### src/rtl/wrr_pkg.sv
package wrr_pkg;

    typedef enum logic [1:0] {
        CAUSE_NONE   = 2'd0,
        CAUSE_LOWPWR = 2'd1,
        CAUSE_RSTREQ = 2'd2
    } cause_e;

    typedef enum logic [1:0] {
        SEL_WAKE_EN = 2'd0,
        SEL_RST_EN  = 2'd1,
        SEL_CTRL    = 2'd2,
        SEL_CLR     = 2'd3
    } wsel_e;

    localparam int CTRL_CAP_BIT = 0;
    localparam int CTRL_IRQ_BIT = 1;

    typedef struct packed {
        logic irq_en;
        logic cap_en;
    } ctrl_t;

    localparam ctrl_t CTRL_RESET = '{irq_en: 1'b0, cap_en: 1'b1};

    function automatic cause_e next_cause(cause_e cur, logic req_start, logic lp_start);
        if (req_start)     return CAUSE_RSTREQ;
        else if (lp_start) return CAUSE_LOWPWR;
        else               return cur;
    endfunction

endpackage

### src/rtl/wrr_cfg_regs.sv
module wrr_cfg_regs
    import wrr_pkg::*;
#(
    parameter int NUM_WAKE = 6,
    parameter int NUM_RST  = 3,
    parameter int DATA_W   = 8
) (
    input  logic                clk_i,
    input  logic                rst_i,
    input  logic                wr_en_i,
    input  logic [1:0]          wr_sel_i,
    input  logic [DATA_W-1:0]   wr_data_i,
    output logic [NUM_WAKE-1:0] wake_en_o,
    output logic [NUM_RST-1:0]  rst_en_o,
    output ctrl_t               ctrl_o,
    output logic                cap_off_o,
    output logic [NUM_WAKE-1:0] clr_mask_o
);

    logic sel_wake, sel_rst, sel_ctrl, sel_clr;

    always_comb begin
        sel_wake = wr_en_i && (wr_sel_i == SEL_WAKE_EN);
        sel_rst  = wr_en_i && (wr_sel_i == SEL_RST_EN);
        sel_ctrl = wr_en_i && (wr_sel_i == SEL_CTRL);
        sel_clr  = wr_en_i && (wr_sel_i == SEL_CLR);
    end

    always_ff @(posedge clk_i) begin
        if (rst_i) begin
            wake_en_o <= '0;
            rst_en_o  <= '0;
            ctrl_o    <= CTRL_RESET;
        end else begin
            if (sel_wake) wake_en_o <= wr_data_i[NUM_WAKE-1:0];
            if (sel_rst)  rst_en_o  <= wr_data_i[NUM_RST-1:0];
            if (sel_ctrl) begin
                ctrl_o.cap_en <= wr_data_i[CTRL_CAP_BIT];
                ctrl_o.irq_en <= wr_data_i[CTRL_IRQ_BIT];
            end
        end
    end

    assign cap_off_o  = sel_ctrl && !wr_data_i[CTRL_CAP_BIT];
    assign clr_mask_o = sel_clr ? wr_data_i[NUM_WAKE-1:0] : '0;

endmodule

### src/rtl/wrr_wake_capture.sv
module wrr_wake_capture
    import wrr_pkg::*;
#(
    parameter int NUM_WAKE = 6
) (
    input  logic                clk_i,
    input  logic                rst_i,
    input  logic [NUM_WAKE-1:0] wake_raw_i,
    input  logic [NUM_WAKE-1:0] wake_en_i,
    input  ctrl_t               ctrl_i,
    input  logic                cap_off_i,
    input  logic [NUM_WAKE-1:0] clr_mask_i,
    input  logic                slow_lp_i,
    input  logic                fast_active_i,
    output logic [NUM_WAKE-1:0] wake_info_o,
    output logic                wake_irq_o,
    output logic                armed_o
);

    logic                fast_active_q;
    logic                leave_active;
    logic [NUM_WAKE-1:0] new_events;

    assign leave_active = fast_active_q && !fast_active_i;

    always_comb begin
        new_events = '0;
        if (armed_o && slow_lp_i) new_events = wake_raw_i & wake_en_i;
    end

    always_ff @(posedge clk_i) begin
        if (rst_i) begin
            fast_active_q <= 1'b0;
            armed_o       <= 1'b0;
            wake_info_o   <= '0;
            wake_irq_o    <= 1'b0;
        end else begin
            fast_active_q <= fast_active_i;
            if (cap_off_i)                         armed_o <= 1'b0;
            else if (leave_active && ctrl_i.cap_en) armed_o <= 1'b1;
            wake_info_o <= (wake_info_o & ~clr_mask_i) | new_events;
            wake_irq_o  <= ctrl_i.irq_en && |(wake_info_o & wake_en_i);
        end
    end

endmodule

### src/rtl/wrr_reset_combine.sv
module wrr_reset_combine
    import wrr_pkg::*;
#(
    parameter int NUM_RST = 3
) (
    input  logic               clk_i,
    input  logic               rst_i,
    input  logic [NUM_RST-1:0] rst_raw_i,
    input  logic [NUM_RST-1:0] rst_en_i,
    input  logic               esc_rst_i,
    input  logic               slow_lp_i,
    output logic [NUM_RST:0]   rst_req_o,
    output cause_e             cause_o
);

    logic req_any, req_any_q, slow_lp_q;

    for (genvar i = 0; i < NUM_RST; i++) begin : g_mask
        assign rst_req_o[i] = rst_raw_i[i] & rst_en_i[i];
    end
    assign rst_req_o[NUM_RST] = esc_rst_i;

    assign req_any = |rst_req_o;

    always_ff @(posedge clk_i) begin
        if (rst_i) begin
            req_any_q <= 1'b0;
            slow_lp_q <= 1'b0;
            cause_o   <= CAUSE_NONE;
        end else begin
            req_any_q <= req_any;
            slow_lp_q <= slow_lp_i;
            cause_o   <= next_cause(cause_o, req_any && !req_any_q, slow_lp_i && !slow_lp_q);
        end
    end

endmodule

### src/rtl/wake_rst_recorder.sv
module wake_rst_recorder
    import wrr_pkg::*;
#(
    parameter int NUM_WAKE = 6,
    parameter int NUM_RST  = 3,
    parameter int DATA_W   = 8
) (
    input  logic                clk_i,
    input  logic                rst_i,
    input  logic [NUM_WAKE-1:0] wake_raw_i,
    input  logic [NUM_RST-1:0]  rst_raw_i,
    input  logic                esc_rst_i,
    input  logic                slow_lp_i,
    input  logic                fast_active_i,
    input  logic                wr_en_i,
    input  logic [1:0]          wr_sel_i,
    input  logic [DATA_W-1:0]   wr_data_i,
    output logic [NUM_WAKE-1:0] wake_info_o,
    output logic                wake_irq_o,
    output logic [NUM_RST:0]    rst_req_o,
    output logic [1:0]          rst_cause_o
);

    logic [NUM_WAKE-1:0] wake_en;
    logic [NUM_RST-1:0]  rst_en;
    ctrl_t               ctrl;
    logic                cap_off;
    logic [NUM_WAKE-1:0] clr_mask;
    logic                armed;
    cause_e              cause;

    wrr_cfg_regs #(.NUM_WAKE(NUM_WAKE), .NUM_RST(NUM_RST), .DATA_W(DATA_W)) cfg_i (
        .clk_i      (clk_i),
        .rst_i      (rst_i),
        .wr_en_i    (wr_en_i),
        .wr_sel_i   (wr_sel_i),
        .wr_data_i  (wr_data_i),
        .wake_en_o  (wake_en),
        .rst_en_o   (rst_en),
        .ctrl_o     (ctrl),
        .cap_off_o  (cap_off),
        .clr_mask_o (clr_mask)
    );

    wrr_wake_capture #(.NUM_WAKE(NUM_WAKE)) cap_i (
        .clk_i         (clk_i),
        .rst_i         (rst_i),
        .wake_raw_i    (wake_raw_i),
        .wake_en_i     (wake_en),
        .ctrl_i        (ctrl),
        .cap_off_i     (cap_off),
        .clr_mask_i    (clr_mask),
        .slow_lp_i     (slow_lp_i),
        .fast_active_i (fast_active_i),
        .wake_info_o   (wake_info_o),
        .wake_irq_o    (wake_irq_o),
        .armed_o       (armed)
    );

    wrr_reset_combine #(.NUM_RST(NUM_RST)) rc_i (
        .clk_i     (clk_i),
        .rst_i     (rst_i),
        .rst_raw_i (rst_raw_i),
        .rst_en_i  (rst_en),
        .esc_rst_i (esc_rst_i),
        .slow_lp_i (slow_lp_i),
        .rst_req_o (rst_req_o),
        .cause_o   (cause)
    );

    assign rst_cause_o = cause;

endmodule

### config.mk
export PLATFORM = sky130hd
export DESIGN_NAME = wake_rst_recorder
export DESIGN_NICKNAME = d
export VERILOG_FILES = /design/src/rtl/wrr_pkg.sv /design/src/rtl/wrr_cfg_regs.sv /design/src/rtl/wrr_wake_capture.sv /design/src/rtl/wrr_reset_combine.sv /design/src/rtl/wake_rst_recorder.sv
export SDC_FILE = /design/constraint.sdc
export NUM_CORES = 1
export LEC_CHECK = 0
export BUFFER_PORTS_ARGS = -buffer_cell sky130_fd_sc_hd__buf_2
export CAP_MARGIN = 5
export CELL_PAD_IN_SITES_DETAIL_PLACEMENT = 0
export CELL_PAD_IN_SITES_GLOBAL_PLACEMENT = 1
export CORE_UTILIZATION = 31
export CTS_CLUSTER_SIZE = 14
export DETAILED_ROUTE_END_ITERATION = 7
export GPL_ROUTABILITY_DRIVEN = 0
export GPL_TIMING_DRIVEN = 0
export PLACE_DENSITY = 0.81
export SETUP_SLACK_MARGIN = 0.4
export SYNTH_ARGS = -nofsm -noshare
export SYNTH_HDL_FRONTEND = slang
export SYNTH_SLANG_ARGS = --single-unit
### constraint.sdc
create_clock -name clk_i -period 1 [get_ports clk_i]
set_input_delay 0.05 -clock clk_i [delete_from_list [all_inputs] [get_ports clk_i]]
set_output_delay 0.05 -clock clk_i [all_outputs]
set_load 0.05 [all_outputs]
After elaboration in Yosys (flattened, before gate mapping). Index checks and enable logic that the tools add are counted.

Flip-flop bits (word level): 24. Output and inout bits: 13. Logic and storage cells: 48.

Equality and inequality tests: 3. Mux-type cells: 4. Bitwise operators: 8. Reductions and logical operators: 21.

Operator list (number): $and A6 B6 Y6 (3); $mux W6 (2); $logic_and A1 B1 Y1 (11); $not A6 Y6 (1); $or A6 B6 Y6 (1); $reduce_or A6 Y1 (1); $eq A2 B2 Y1 const B (2); $logic_not A1 Y1 (4); $mux W2 (2); $reduce_or A2 Y1 (2); $reduce_or A4 Y1 (1); $and A1 B1 Y1 (3); $eq A2 B1 Y1 const B (1); $logic_not A2 Y1 (1); $reduce_bool A2 Y1 (1).

Logic depth before layout (Yosys ltp). Gate-level depths: netlist (run 1).

Word-level depth: 6. Depth in mapped cells: 4.

Cells and area by module. Synthesis (run 1) repeated with hierarchy kept, for this count alone.

Cells, all modules: 106. Area total of the unflattened synthesis: 1059.8 µm².

Modules (own cells, without submodules): wrr_cfg_regs (times used 1, cells each 52, area each 524.3 µm²); wrr_wake_capture (times used 1, cells each 37, area each 362.8 µm²); wrr_reset_combine (times used 1, cells each 17, area each 172.7 µm²).

Worst setup path before layout (run 1). Ideal clock, no wire load.

Kind: register -> register. Start point: register cfg_i.rst_en_o[1]. End point: register rc_i.cause_o[0]. Arrival time: 1.147 ns. Setup slack: -0.266 ns. Cell stages (with the launch flop): 4. Clock period less this slack: 1.266 ns. Cell sequence: dfxtp_1 and2_1 nor4_2 o221a_2.

Word-level cells in the longest chain between the ends: 4.

Ends and longest elaborated chain: start, declared (line wrr_cfg_regs.sv:14) `output logic [NUM_RST-1:0] rst_en_o,`; start signal, assigned (line wrr_cfg_regs.sv:36) `if (sel_rst) rst_en_o <= wr_data_i[NUM_RST-1:0];`; $and A1 B1 Y1 (line wrr_reset_combine.sv:19) `assign rst_req_o[i] = rst_raw_i[i] & rst_en_i[i];`; named net rst_req_o[1] (line wake_rst_recorder.sv:20) `output logic [NUM_RST:0] rst_req_o,`; $reduce_or A4 Y1 (line wrr_reset_combine.sv:23) `assign req_any = |rst_req_o;`; $logic_and A1 B1 Y1 (line wrr_reset_combine.sv:33) `cause_o <= next_cause(cause_o, req_any && !req_any_q, slow_lp_i && !slow_lp_q);`; $reduce_or A2 Y1 (no source line); end signal, assigned (line wrr_reset_combine.sv:33); end, declared (line wrr_reset_combine.sv:13) `output cause_e cause_o`.

The timed path passes the listed nets, and every way through them passes these cells. A chain may end at the register's enable or synchronous reset.

Worst setup path after layout (run 1).
Start point: register cfg_i.rst_en_o[0]. End point: register rc_i.cause_o[0].

Word-level cells in the longest chain between the ends: 4.

Ends and longest elaborated chain (line): $and A1 B1 Y1 (wrr_reset_combine.sv:19); $reduce_or A4 Y1 (wrr_reset_combine.sv:23); $logic_and A1 B1 Y1 (wrr_reset_combine.sv:33); $reduce_or A2 Y1 (no source line).

Every way passes these cells.

==> flow_metrics.env, run 1 <==
export IMPL_design_die_area_um2=3300
export IMPL_clk_path_buf_depth=2
export IMPL_hold_class="primary input to register"
export IMPL_worstSkewPairLatency_ps=310
export IMPL_n_antenna_cell=0
export IMPL_nets=165
export IMPL_finalNonFillerCells=170
export IMPL_clkTransAtPathRegs_ps=130
export IMPL_routed_wl_met2_um=1210
export IMPL_hold_slack_ps=-35.5
export IMPL_grt_max_degree=14
export IMPL_drt_pass1_iterations=6
export IMPL_rsz0062_at_grt="true"
export IMPL_wl_per_cell_um=13.9
export IMPL_nFillCells=245
export IMPL_period_needed_ps=1040
export IMPL_post_place_cells=161
export IMPL_io_buffer_count=35
export IMPL_failed_checks="design-rule violations, negative hold slack, negative setup slack"
export IMPL_yosys_top_cells_area="dfxtp_1 (50%), mux2i_1 (10%), a31o_2 (5.5%)"
export IMPL_yosysTopAreaCell="dfxtp_1"
export IMPL_path_class="register to register"
export IMPL_num_rows=19
export IMPL_required_ps=1270
export IMPL_cp_start_kind="register"
export IMPL_hpwl_um=1680
export IMPL_met1_length_um=990
export IMPL_grt_pass1_wl_um=3950
export IMPL_clock_sinks=24
export IMPL_max_freq_mhz=960
export IMPL_synth_cell_types=25
export IMPL_power_density_nw_per_um2=1120
export IMPL_synth_top_cell_area_share_pct=50.4
export IMPL_synthCells=95
export IMPL_critical_path_max_fanout=3
export IMPL_skew_ps=1.55
export IMPL_cts_buffers=3
export IMPL_drv_slew=0
export IMPL_grt_pass1_vias=907
export IMPL_tightest_slew_ps=263
export IMPL_ys_seq_area_share_pct=50.4
export IMPL_ys_ff_latch=24
export IMPL_core_um2=2830
export IMPL_cp_end_kind="register"
export IMPL_vdd_drop_max_mv=0.637
export IMPL_drt_wl_total_um=2370
export IMPL_track_usage_pct=15.8
export IMPL_hold_viol=11
export IMPL_power_leakage_uw=0.000670
export IMPL_setup_slack_ps=-41.4
export IMPL_yosys_warnings=0
export IMPL_ioPinCount=38
export IMPL_avgViaCountPerCell=5.06
export IMPL_antenna_found_initial=0
export IMPL_finalSetupViolCount=4
export IMPL_syn_area_um2=953
export IMPL_drive_gt1_share_pct=60.4
export IMPL_dr_max_layer_used="met4"
export IMPL_antenna_left=0
export IMPL_synth_avg_cell_area_um2=10.0
export IMPL_max_cap_viol_count=0
export IMPL_finalCritPeriodShare_pct=104
export IMPL_layout_common_cells="buf_2 (24), dfxtp_2 (15), nor2_1 (13)"
export IMPL_die_w_um=57.5
export IMPL_h_tree_depth=1
export IMPL_vias=860
export IMPL_slew_headroom_pct=82.3
export IMPL_tns_ps=-90.9
export IMPL_area_growth_syn_to_layout_pct=58.9
export IMPL_outcome="complete, but fails checks"
export IMPL_drc=4
export IMPL_overflow=0
export IMPL_die_y_um=57.5
export IMPL_hold_buffers=1
export IMPL_syn_num_nets=120
export IMPL_cts_tree="done"
export IMPL_final_common_cell="buf_2"
export IMPL_arrival_ps=1310
export IMPL_drt_initial_drc_count=16
export IMPL_wl_met3_um=128
export IMPL_initial_core_util_pct=33.7
export IMPL_cts_root_buf="clkbuf_4"
[path summary, 6_finish.rpt]
path	start	end	slack, ps	depth (start not counted)
worst min register to register	rc_i.req_any_q$_SDFF_PP0_	rc_i.cause_o[1]$_SDFFE_PP0P_	480	1
worst min-delay path	rst_i	rc_i.slow_lp_q$_SDFF_PP0_	-40	2
worst max-delay path	cfg_i.rst_en_o[0]$_SDFFE_PP0P_	rc_i.cause_o[0]$_SDFFE_PP0P_	-40	3
worst max register to register	cfg_i.rst_en_o[0]$_SDFFE_PP0P_	rc_i.cause_o[0]$_SDFFE_PP0P_	-40	3
[final cells by class]
type / instances / area (um^2) / share of cell area, %
Timing Repair Buffer: 40 / 348 / 23.0
Buffer: 5 / 50.0 / 3.30
Inverter: 2 / 7.51 / 0.495
Sequential cell: 24 / 518 / 34.2
Multi-Input combinational cell: 64 / 527 / 34.8
Clock inverter: 1 / 3.75 / 0.248
Clock buffer: 3 / 22.5 / 1.49
Tap cell: 31 / 38.8 / 2.56
[layer usage]
layer | global-route usage, % | vias up
li1 | - | 423
met1 | 19.3 | 403
met2 | 26.7 | 29
met3 | 2.95 | 5
met4 | 7.32 | 0
met5 | 0 | -
[critical path, cell delays in order (launching register included)]
cell,delay (ps)
dfxtp_1,330
and2_4,150
nor4_4,300
o221a_2,220
[through the flow]
step / setup slack [ps] / instance area [um^2] / utilization, % / total power [uW]
after global routing: -107 / 1520 / 53.6 / 1770
after global placement: -45.1 / 1210 / 42.6 / 1230
after detailed placement: -36.1 / 1210 / 42.6 / 1240
after floorplan: -32.6 / 992 / - / 1150
final: -41.4 / 1520 / 53.6 / 1690
after CTS: -61.0 / 1490 / 52.6 / 1700
[synth_stat cells]
| master | number |
|---|---|
| clkbuf_1 | 2 |
| a31oi_1 | 1 |
| and3_1 | 1 |
| and3_2 | 1 |
| nand3_1 | 1 |
| nand3b_1 | 2 |
| buf_2 | 2 |
| nor2b_1 | 3 |
| nor3_1 | 1 |
| nor3b_4 | 1 |
| dfxtp_1 | 24 |
| nor4_2 | 1 |
| nor2_1 | 13 |
| and2_1 | 4 |
| o21ai_0 | 1 |
| a21oi_1 | 6 |
| a22oi_1 | 3 |
| inv_1 | 2 |
| mux2i_1 | 10 |
| nand2b_1 | 6 |
| o32ai_1 | 1 |
| buf_4 | 1 |
| nand2_1 | 1 |
| o221a_2 | 1 |
| a31o_2 | 6 |
[registers in the layout (all words and copies together) (netlist names)]
signal               count
cap_i.armed_o            1
cap_i.fast_active_q      1
cap_i.wake_info_o        6
cap_i.wake_irq_o         1
cfg_i.ctrl_o             2
cfg_i.rst_en_o           3
cfg_i.wake_en_o          6
rc_i.cause_o             2
rc_i.req_any_q           1
rc_i.slow_lp_q           1
[repair_timing]
action | in CTS | in global routing
endpoints found under the hold margin | 11 | 9
setup endpoints to repair | 32 | 34
gates resized for setup | 59 | 5
setup buffers | 2 | 2
pin swaps | 5 | 7
[where the power goes]
| part | internal, uW | switching [uW] | total (uW) |
|---|---|---|---|
| Combinational | 127 | 136 | 263 |
| Clock | 146 | 283 | 429 |
| Sequential | 978 | 21.0 | 999 |
[kinds of logic after synthesis]
group           synth area share [%]
buf+inv                         3.41
flops                           50.4
simple gates                    21.4
mux                             10.5
compound gates                  14.3
(Power assumes the default switching activity.)
==> run 2, diff against run 1 <==
--- a/config.mk
+++ b/config.mk
@@ -5,11 +5,12 @@
 export SDC_FILE = /design/constraint.sdc
 export NUM_CORES = 1
 export LEC_CHECK = 0
+export ABC_AREA = 1
 export BUFFER_PORTS_ARGS = -buffer_cell sky130_fd_sc_hd__buf_2
 export CAP_MARGIN = 5
 export CELL_PAD_IN_SITES_DETAIL_PLACEMENT = 0
 export CELL_PAD_IN_SITES_GLOBAL_PLACEMENT = 1
-export CORE_UTILIZATION = 31
+export CORE_UTILIZATION = 29
 export CTS_CLUSTER_SIZE = 14
 export DETAILED_ROUTE_END_ITERATION = 7
 export GPL_ROUTABILITY_DRIVEN = 0
==> run 2 against run 1 <==
The run ends with negative hold slack, negative setup slack left; largest cell class unchanged; critical path depth did not move; non-clock buffer count rose by 8; synthesized cell count rose by 39%; clock skew rose by 7.9 ps; register-to-register slack improved by 160 ps.
==> flow_metrics.env, run 2 <==
export IMPL_outcome="complete, but fails checks"
export IMPL_failed_checks="negative hold slack, negative setup slack"
export IMPL_power_density_nw_per_um2=1090
export IMPL_hold_end="cap_i.wake_irq_o$_SDFF_PP0_"
export IMPL_yosys_cell_count_top_type="nor2_1"
export IMPL_vias=1044
export IMPL_power_leakage_uw=0.000798
export IMPL_max_cap_viol_count=0
export IMPL_skew_ps=9.45
export IMPL_layout_common_cells="nor2_1 (26), buf_2 (24), inv_1 (13)"
export IMPL_avgViaCountPerCell=4.54
export IMPL_post_place_cells=211
export IMPL_required_ps=950
export IMPL_p_clk_share_pct=28.1
export IMPL_rsz0062_at_grt="true"
export IMPL_synthFlopType="dfxtp_1"
export IMPL_multi_input_area_um2=547
export IMPL_cts_tree="done"
export IMPL_rrSetupSlack_ps=120
export IMPL_tns_ps=-14.2
export IMPL_max_freq_mhz=991
export IMPL_path_cells="nand2_4, clkinvlp_4, buf_6"
export IMPL_critical_path_max_fanout=2
export IMPL_die_y_um=59.3
export IMPL_overflow=0
export IMPL_cts_buffers=3
export IMPL_nFillCells=316
export IMPL_drt_wl_total_um=2600
export IMPL_synth_top_cell_area_share_pct=50.4
export IMPL_clkTransAtPathRegs_ps=120
export IMPL_yosysTopAreaCell="dfxtp_1"
export IMPL_path_class="register to output pin"
export IMPL_syn_num_nets=157
export IMPL_grt_pass1_vias=1045
export IMPL_wl_per_cell_um=11.3
export IMPL_synthCells=132
export IMPL_final_common_cell="nor2_1"
export IMPL_synth_common_cells="nor2_1 (27), dfxtp_1 (24), inv_1 (19), o21ai_0 (19), nand2_1 (17)"
export IMPL_grt_pass1_wl_um=4290
export IMPL_slowest_delay_ps=360
export IMPL_initial_core_util_pct=31.0
export IMPL_p_int_uw=1340
export IMPL_drt_pass1_iterations=4
export IMPL_slew_headroom_pct=73.4
export IMPL_nets=212
export IMPL_track_usage_pct=16.6
export IMPL_reg2reg_from="cfg_i.rst_en_o[1]$_SDFFE_PP0P_"
export IMPL_die_w_um=59.3
export IMPL_tightest_slew_ps=398
export IMPL_synth_avg_cell_area_um2=7.22
export IMPL_r2r_cells=6
export IMPL_hold_viol=4
export IMPL_finalCritPeriodShare_pct=101
export IMPL_hold_class="primary input to register"
export IMPL_arrival_ps=960
export IMPL_num_rows=20
export IMPL_hold_buffers=7
export IMPL_setup_slack_ps=-9.57
export IMPL_worst_path_buf_inv=2
export IMPL_hold_depth=2
export IMPL_p_switching_uw=513
export IMPL_yosys_warnings=0
export IMPL_clk_path_buf_depth=2
export IMPL_slowest_stage="dfxtp_2"
export IMPL_top_regs="cap_i.wake_info_o: 6 flops, cfg_i.wake_en_o: 6 flops, cfg_i.rst_en_o: 3 flops"
export IMPL_syn_area_um2=953
export IMPL_period_needed_ps=1010
export IMPL_drt_initial_drc_count=7
export IMPL_ys_ff_latch=24
export IMPL_hpwl_um=1660
export IMPL_h_tree_depth=1
export IMPL_switching_share_pct=27.6
export IMPL_cts_root_buf="clkbuf_4"
export IMPL_async_reset_ff_share_pct=0
export IMPL_grt_max_degree=14
export IMPL_p_comb_share_pct=17.4
export IMPL_r2r_end="rc_i.cause_o[0]$_SDFFE_PP0P_"
export IMPL_yosys_top_cells_area="dfxtp_1 (50%), nor2_1 (11%), o21ai_0 (10%)"
export IMPL_drc=0
export IMPL_critPathTopFamily="flip-flops"
export IMPL_power_frac_seq_pct=54.6
export IMPL_synth_cell_types=13
export IMPL_ys_seq_area_share_pct=50.4
export IMPL_core_um2=3080
export IMPL_layout_area_seq_um2=532
export IMPL_clock_sinks=24
export IMPL_finalSetupViolCount=2
export IMPL_n_antenna_cell=0
export IMPL_cp_start_kind="register"
export IMPL_antenna_found_initial=0
export IMPL_synth_edf_count=0
export IMPL_vdd_drop_max_mv=0.812
export IMPL_cp_num_cells=3
export IMPL_design_die_area_um2=3520
export IMPL_area_growth_syn_to_layout_pct=78.6
export IMPL_drv_slew=0
export IMPL_worstSkewPairLatency_ps=320
export IMPL_hp_start="rst_i"
export IMPL_drive_gt1_share_pct=62.4
export IMPL_io_buffer_count=35
export IMPL_finalNonFillerCells=230
export IMPL_cp_end_kind="output pin"
export IMPL_ioPinCount=38
export IMPL_hold_slack_ps=-96.5
export IMPL_antenna_left=0
## run 2: routing by layer
layer	part of all wire, %	GRT usage (%)	vias up
met3	4.3	5.02	4
met1	41	17.5	486
met2	54	31.3	26
li1	-	-	528
met5	0	0	-
met4	1.0	4.76	0
## run 2: worst max path at each step
| stage | from | endpoint | slack (ps) |
|---|---|---|---|
| finish | cfg_i.rst_en_o[2]$_SDFFE_PP0P_ | rst_req_o[2] | -10 |
| global route | cfg_i.rst_en_o[1]$_SDFFE_PP0P_ | rst_req_o[1] | -60 |
| CTS | cfg_i.rst_en_o[1]$_SDFFE_PP0P_ | rst_req_o[1] | -30 |
| detailed placement | wr_sel_i[1] | cap_i.wake_info_o[3]$_SDFF_PP0_ | 90 |
| global placement | cfg_i.rst_en_o[2]$_SDFFE_PP0P_ | rc_i.cause_o[0]$_SDFFE_PP0P_ | 160 |
| floorplan | cap_i.wake_info_o[5]$_SDFF_PP0_ | cap_i.wake_irq_o$_SDFF_PP0_ | 230 |
## run 2: logic make-up after synthesis
logic type,Yosys count,synth area share [%]
compound gates,29,15.5
buf+inv,22,9.32
flops,24,50.4
simple gates,57,24.8
## run 2: final cells by class
type | count | share of cell area [%]
clock buffer | 4 | 2.13
inverter | 19 | 4.92
multi-input combinational | 86 | 32.1
sequential | 24 | 31.2
buffer | 3 | 1.03
tap | 44 | 3.23
timing repair buffer | 50 | 25.3
## run 2: per-stage QoR
step	total power, uW	area [um^2]	utilization [%]	worst slack, ps
floorplan	1160	1000	-	228
global placement	1250	1230	40.1	162
detailed placement	1260	1230	40.1	92.2
CTS	1850	1600	52.0	-33.7
global route	1940	1700	55.3	-55.5
finish	1860	1700	55.3	-9.57
## run 2: timing repair
item,in CTS,in global routing
pin swaps,18,4
buffers inserted,7,1
setup endpoints to repair,29,34
endpoints found under the hold margin,14,6
gates resized for setup,74,26
## run 2: power by group through the flow
stage          combinational, uW  sequential (uW)  clock, uW
2_1_floorplan                117             1040          0
3_3_place_gp                 227             1020          0
3_5_place_dp                 232             1020          0
4_1_cts                      301             1010        531
5_1_grt                      354             1020        569
6_report                     323             1010        521
